**src/rtl/tick_timer_pkg.sv**
```systemverilog
package tick_timer_pkg;

    // Control/status field positions
    localparam int CTRL_EN_BIT   = 0;
    localparam int CTRL_IE_BIT   = 1;
    localparam int CTRL_SRC_BIT  = 2;
    localparam int CTRL_WR_BITS  = 3;
    localparam int CTRL_FLAG_BIT = 16;

    // Word register selected by the address decoder
    typedef enum logic [1:0] {
        REG_CTRL   = 2'd0,
        REG_RELOAD = 2'd1,
        REG_CUR    = 2'd2,
        REG_CALIB  = 2'd3
    } reg_sel_e;

endpackage

```
**src/rtl/tick_timer_src.sv**
```systemverilog
// Tick enable generation: core clock or reference tick
module tick_timer_src #(
    parameter bit REF_EN = 1'b1
) (
    input  logic en_i,
    input  logic core_sel_i,
    input  logic ref_tick_i,
    output logic tick_o
);

    generate
        if (REF_EN) begin : g_ref
            assign tick_o = en_i & (core_sel_i | ref_tick_i);
        end else begin : g_core
            logic unused_src;
            assign unused_src = core_sel_i ^ ref_tick_i;
            assign tick_o     = en_i;
        end
    endgenerate

endmodule

```
**src/rtl/tick_timer_bus.sv**
```systemverilog
// Register decode, privilege check and read mux
module tick_timer_bus
    import tick_timer_pkg::*;
#(
    parameter int          ADDR_W    = 8,
    parameter int          DATA_W    = 32,
    parameter int          CNT_W     = 24,
    parameter logic [31:0] CALIB_VAL = 32'd10000
) (
    input  logic [ADDR_W-1:0]       addr_i,
    input  logic                    rd_en_i,
    input  logic                    wr_en_i,
    input  logic                    priv_i,
    input  logic [CTRL_WR_BITS-1:0] ctrl_i,
    input  logic                    flag_i,
    input  logic [CNT_W-1:0]        reload_i,
    input  logic [CNT_W-1:0]        cnt_i,
    output logic                    wr_ctrl_o,
    output logic                    wr_reload_o,
    output logic                    wr_cur_o,
    output logic                    rd_ctrl_o,
    output logic [DATA_W-1:0]       rdata_o,
    output logic                    err_o
);

    localparam logic [ADDR_W-1:0] OFF_CTRL   = ADDR_W'(0);
    localparam logic [ADDR_W-1:0] OFF_RELOAD = ADDR_W'(4);
    localparam logic [ADDR_W-1:0] OFF_CUR    = ADDR_W'(8);
    localparam logic [ADDR_W-1:0] OFF_CALIB  = ADDR_W'(12);

    reg_sel_e sel;
    logic     hit;
    logic     wr_ok;
    logic     rd_ok;

    always_comb begin
        hit = 1'b1;
        sel = REG_CTRL;
        case (addr_i)
            OFF_CTRL:   sel = REG_CTRL;
            OFF_RELOAD: sel = REG_RELOAD;
            OFF_CUR:    sel = REG_CUR;
            OFF_CALIB:  sel = REG_CALIB;
            default:    hit = 1'b0;
        endcase
    end

    assign err_o = (rd_en_i | wr_en_i) & ~priv_i;
    assign wr_ok = wr_en_i & priv_i & hit;
    assign rd_ok = rd_en_i & priv_i & hit;

    assign wr_ctrl_o   = wr_ok & (sel == REG_CTRL);
    assign wr_reload_o = wr_ok & (sel == REG_RELOAD);
    assign wr_cur_o    = wr_ok & (sel == REG_CUR);
    assign rd_ctrl_o   = rd_ok & (sel == REG_CTRL);

    always_comb begin
        rdata_o = '0;
        if (rd_ok) begin
            case (sel)
                REG_CTRL: begin
                    rdata_o[CTRL_WR_BITS-1:0] = ctrl_i;
                    rdata_o[CTRL_FLAG_BIT]    = flag_i;
                end
                REG_RELOAD: rdata_o = DATA_W'(reload_i);
                REG_CUR:    rdata_o = DATA_W'(cnt_i);
                default:    rdata_o = DATA_W'(CALIB_VAL);
            endcase
        end
    end

endmodule

```
**src/rtl/tick_timer_cnt.sv**
```systemverilog
// Down-counter with reload, run state, sticky flag and request pulse
module tick_timer_cnt #(
    parameter int CNT_W = 24
) (
    input  logic             clk,
    input  logic             rst_n,
    input  logic             tick_i,
    input  logic             start_i,
    input  logic             stop_i,
    input  logic             clr_i,
    input  logic             flag_clr_i,
    input  logic             ie_i,
    input  logic [CNT_W-1:0] reload_i,
    output logic [CNT_W-1:0] cnt_o,
    output logic             flag_o,
    output logic             irq_o
);

    typedef struct packed {
        logic [CNT_W-1:0] cnt;
        logic             run;
        logic             flag;
        logic             irq;
    } cnt_st_t;

    localparam logic [CNT_W-1:0] ONE = CNT_W'(1);

    cnt_st_t st_d, st_q;
    logic    reload_zero;

    assign reload_zero = (reload_i == '0);

    always_comb begin
        st_d     = st_q;
        st_d.irq = 1'b0;

        if (flag_clr_i) st_d.flag = 1'b0;

        if (stop_i)       st_d.run = 1'b0;
        else if (start_i) st_d.run = 1'b1;

        if (clr_i) begin
            // software write: zero the count, never an expiry
            st_d.cnt  = '0;
            st_d.flag = 1'b0;
            if (reload_zero) st_d.run = 1'b0;
        end else if (st_q.run && tick_i) begin
            if (st_q.cnt == '0) begin
                st_d.cnt = reload_i;
                if (reload_zero) st_d.run = 1'b0;
            end else begin
                st_d.cnt = st_q.cnt - ONE;
                if (st_q.cnt == ONE) begin
                    // expiry: a new event outranks a same-cycle flag read
                    st_d.flag = 1'b1;
                    st_d.irq  = ie_i;
                    if (reload_zero) st_d.run = 1'b0;
                end
            end
        end
    end

    always_ff @(posedge clk or negedge rst_n) begin
        if (!rst_n) st_q <= '0;
        else        st_q <= st_d;
    end

    assign cnt_o  = st_q.cnt;
    assign flag_o = st_q.flag;
    assign irq_o  = st_q.irq;

endmodule

```
**src/rtl/tick_timer.sv**
```systemverilog
// System tick down-counter timer, top level
module tick_timer
    import tick_timer_pkg::*;
#(
    parameter int          ADDR_W    = 8,
    parameter int          DATA_W    = 32,
    parameter int          CNT_W     = 24,
    parameter bit          REF_EN    = 1'b1,
    parameter logic [31:0] CALIB_VAL = 32'd10000
) (
    input  logic              clk,
    input  logic              rst_n,
    input  logic              ref_tick_i,
    input  logic [ADDR_W-1:0] addr_i,
    input  logic              wr_en_i,
    input  logic              rd_en_i,
    input  logic              priv_i,
    input  logic [DATA_W-1:0] wdata_i,
    output logic [DATA_W-1:0] rdata_o,
    output logic              err_o,
    output logic              irq_o
);

    typedef struct packed {
        logic [CTRL_WR_BITS-1:0] ctrl;
        logic [CNT_W-1:0]        reload;
    } cfg_t;

    cfg_t             cfg_d, cfg_q;
    logic             wr_ctrl, wr_reload, wr_cur, rd_ctrl;
    logic             en_q;
    logic [CNT_W-1:0] reload_q;
    logic [CNT_W-1:0] cur_cnt;
    logic             cnt_flag;
    logic             tick;
    logic             start, stop;
    logic             unused_wdata;

    assign unused_wdata = ^wdata_i[DATA_W-1:CNT_W];

    always_comb begin
        cfg_d = cfg_q;
        if (wr_ctrl)   cfg_d.ctrl   = wdata_i[CTRL_WR_BITS-1:0];
        if (wr_reload) cfg_d.reload = wdata_i[CNT_W-1:0];
    end

    always_ff @(posedge clk or negedge rst_n) begin
        if (!rst_n) cfg_q <= '0;
        else        cfg_q <= cfg_d;
    end

    assign en_q     = cfg_q.ctrl[CTRL_EN_BIT];
    assign reload_q = cfg_q.reload;
    assign start    = wr_ctrl &  wdata_i[CTRL_EN_BIT] & ~en_q;
    assign stop     = wr_ctrl & ~wdata_i[CTRL_EN_BIT];

    tick_timer_bus #(
        .ADDR_W    (ADDR_W),
        .DATA_W    (DATA_W),
        .CNT_W     (CNT_W),
        .CALIB_VAL (CALIB_VAL)
    ) u_bus (
        .addr_i      (addr_i),
        .rd_en_i     (rd_en_i),
        .wr_en_i     (wr_en_i),
        .priv_i      (priv_i),
        .ctrl_i      (cfg_q.ctrl),
        .flag_i      (cnt_flag),
        .reload_i    (reload_q),
        .cnt_i       (cur_cnt),
        .wr_ctrl_o   (wr_ctrl),
        .wr_reload_o (wr_reload),
        .wr_cur_o    (wr_cur),
        .rd_ctrl_o   (rd_ctrl),
        .rdata_o     (rdata_o),
        .err_o       (err_o)
    );

    tick_timer_src #(
        .REF_EN (REF_EN)
    ) u_src (
        .en_i       (en_q),
        .core_sel_i (cfg_q.ctrl[CTRL_SRC_BIT]),
        .ref_tick_i (ref_tick_i),
        .tick_o     (tick)
    );

    tick_timer_cnt #(
        .CNT_W (CNT_W)
    ) u_cnt (
        .clk        (clk),
        .rst_n      (rst_n),
        .tick_i     (tick),
        .start_i    (start),
        .stop_i     (stop),
        .clr_i      (wr_cur),
        .flag_clr_i (rd_ctrl),
        .ie_i       (cfg_q.ctrl[CTRL_IE_BIT]),
        .reload_i   (reload_q),
        .cnt_o      (cur_cnt),
        .flag_o     (cnt_flag),
        .irq_o      (irq_o)
    );

endmodule

```
**config.mk**
```make
export PLATFORM = sky130hd
export DESIGN_NAME = tick_timer
export DESIGN_NICKNAME = d
export VERILOG_FILES = /design/src/rtl/tick_timer_pkg.sv /design/src/rtl/tick_timer_src.sv /design/src/rtl/tick_timer_bus.sv /design/src/rtl/tick_timer_cnt.sv /design/src/rtl/tick_timer.sv
export SDC_FILE = /design/constraint.sdc
export NUM_CORES = 1
export LEC_CHECK = 0
export ABC_AREA = 1
export ABC_CLOCK_PERIOD_IN_PS = 4900
export BUFFER_PORTS_ARGS = -buffer_cell sky130_fd_sc_hd__buf_2
export CORE_MARGIN = 4
export CORE_UTILIZATION = 60
export DETAILED_ROUTE_END_ITERATION = 7
export GPL_ROUTABILITY_DRIVEN = 1
export PLACE_DENSITY_LB_ADDON = 0.25
export SETUP_SLACK_MARGIN = 0.3
export SLEW_MARGIN = 0
export SYNTH_ARGS = -nofsm -noshare
export SYNTH_HDL_FRONTEND = slang
export SYNTH_SLANG_ARGS = --single-unit
```
**constraint.sdc**
```tcl
create_clock -name clk -period 4.9 [get_ports clk]
set_clock_uncertainty 0.2 [all_clocks]
set_input_delay 0.98 -clock clk [delete_from_list [all_inputs] [get_ports clk]]
set_output_delay 0.98 -clock clk [all_outputs]
set_load 0.05 [all_outputs]
```
==> impl_results.md <==
- Outcome: finished clean
- Initial core utilization: 61.8%
- Initial antenna violation count: 0
- Worst vdd ir: 0.242 mV
- YS warnings: 0
- Hold WC Path Type: reg2reg
- Largest delay share family, worst path: buffers and inverters
- Mapped Cells: 607
- Post-CTS setup buffers: 0
- Routed Wire Length: 10300 um
- ANT cells: 0
- FF-to-FF setup slack: 2.66 ns
- Vias in the first global route: 3702
- Root Buffer Master: clkbuf_8
- Hold Violations, Final: 0
- CTS tree: yes
- Fin crit period: 4.01 ns
- Setup TNS: 0 ns
- Critical path cell sequence: buf_2 -> nor2_1 -> nand2_1 -> nor2_4 -> nand2_1 -> inv_1 -> ha_1 -> buf_4 -> a21oi_1 -> a21oi_1 -> buf_2
- Core area: 0.00631 sq mm
- H-Tree Depth: 2
- CTS sink cnt: 54
- Initial DRC Count: 464
- DP HPWL: 7650 um
- Share of cells above drive strength 1: 15.9%
- Clk buf depth: 2
- Register area share after synthesis: 34.6%
- Number of max-cap violations: 0
- Crit end category: output port
- NumNets Final: 711
- Register bit total from synthesis: 54
- RSZ-0062 raised after global routing: false
- Placer Congestion: 0.970
- Total CTS buffers: 5
- Hold-fix buffers, CTS: 0
- Worst slew margin: 54.1%
- Final Setup Violations: 0
- DRC violations left: 0
- Total die area: 0.00785 sq mm
- Fmax: 249 MHz
- CP required: 3.72 ns
- Die X: 88.6 um
- Area grow syn2layout: 9.66%
- Vias per cell: 5.50
- Slew Limit Fails: 0
- Row count: 29
- Clock latency on the worst-skew pair: 0.32 ns
- Count of different cell masters after synthesis: 33
- Via count: 4051
- WL per Instance: 14.0 um
- Syn Area/Cell: 6.43 sq um
- First-pass GRT wire length: 17400 um
- CP Max Fanout: 21
- GRT Total Usage: 28.0%
- DP Area: 0.00419 sq mm
- Crit share post-route: 81.8%
- DRT Pass-1 Iters: 6
- CP Class: in2out
- Slew @ Worst Pin: 0.688 ns
- I/O pin total: 80
- CP peak stage delay: 0.31 ns
- Pleak: 0.00238 uW
- Power Dens Cells: 398 mW/mm^2
- Slowest stage cell, crit path: buf_4
- Mapped Area: 0.00390 sq mm
- Largest net degree at the start of global routing: 55
- CP Buf/Inv Count: 4
- Arr. time, crit path: 2.83 ns
- Total global routing overflow: 0
- Worst setup SP type: input port
- Antenna viol nets, final: 0
- Port Buffer Count: 63
- Fin area: 0.00428 sq mm
- CTS resizes: 0
- Clock transition at path regs: 0.11 ns
- Die height: 88.6 um
==> power by group <==
group	switching, uW	internal [uW]
Combinational	523	263
Clock	160	104
Sequential	129	523
==> sequential cells by signal, indices dropped and copies added (netlist names) <==
name	count
u_cnt.flag_o	1
u_cnt.cnt_o	24
cfg_q	3
reload_q	24
u_cnt.irq_o	1
u_cnt.st_q	1
==> cell usage after synthesis, drive strengths merged <==
cell,number,area share (%)
nand3b,6,1.2
nor2,110,12
nand3,60,8.1
dfrtp,54,35
conb,1,0.096
ha,7,2.2
a21oi,28,4.4
nor3,2,0.26
xnor2,1,0.22
o21ai,10,1.3
a21boi,1,0.19
xor2,2,0.45
nand2,230,22
a31oi,4,0.64
nand4,9,1.4
buf,22,4.0
clkbuf,9,0.87
o211ai,1,0.19
and3,1,0.16
or2,6,0.96
inv,43,4.1
==> cells in the final DEF, fill, tap and decap left out, types with 8 or more instances in the layout <==
| cell | instances |
|---|---|
| conb_1 | 8 |
| nand4_1 | 9 |
| inv_1 | 41 |
| buf_2 | 63 |
| nand2_1 | 225 |
| dfrtp_1 | 54 |
| o21ai_0 | 8 |
| nand3_1 | 58 |
| a21oi_1 | 20 |
| nor2_1 | 100 |
| a21oi_2 | 8 |
==> worst reg2reg max path: stages, from the launching register on <==
cell,delay (ns)
dfrtp_1,0.47
nor2_1,0.19
nand2_1,0.10
nor2_2,0.28
nand3_4,0.39
nor2_1,0.31
nor2_1,0.06
nand2_1,0.08
nand2_1,0.04
==> metrics by stage <==
stage / hold slack [ns] / setup WS, ns / utilization [%] / instances / total power [uW]
2_1_floorplan: 0.275 / 0.649 / - / 614 / 1240
3_3_place_gp: 0.302 / 0.937 / 66.3 / 728 / 1390
3_5_place_dp: 0.315 / 0.907 / 66.3 / 728 / 1430
4_1_cts: 0.341 / 0.909 / 67.7 / 736 / 1690
5_1_grt: 0.373 / 0.644 / 67.7 / 736 / 1840
6_report: 0.344 / 0.891 / 67.7 / 736 / 1700
==> routing by layer <==
layer,vias up,GRT usage [%],wire length (um)
met5,-,0,0
met4,0,7.28,168
met3,23,4.10,895
met2,191,45.1,4860
met1,1842,39.8,4400
li1,1995,-,-
==> worst paths after layout <==
kind / from / endpoint / cells after the start
hold / removal: reload_q[13] / reload_q[13] / 2
hold reg to reg: reload_q[13] / reload_q[13] / 2
setup / recovery: addr_i[7] / rdata_o[9] / 11
setup reg to reg: u_cnt.cnt_o[17] / u_cnt.cnt_o[22] / 8
max in group asynchronous: rst_n / reload_q[5] / 2
min in group asynchronous: rst_n / u_cnt.cnt_o[1] / 2
==> final cells by class <==
type | count | area (sq um)
clock inverter | 2 | 17.5
fill | 582 | 2040
clock buffer | 6 | 72.6
inverter | 43 | 161
tap | 77 | 96.3
multi-input combinational | 486 | 2220
timing repair buffer | 68 | 353
sequential | 54 | 1350
==> cell families after synthesis <==
family	synth area share [%]
buf+inv	8.98
flops	34.6
other cells	0.0962
xor+xnor	0.674
simple gates	46.7
fa+ha+maj	2.25
compound gates	6.67
(Power assumes the default switching activity.)
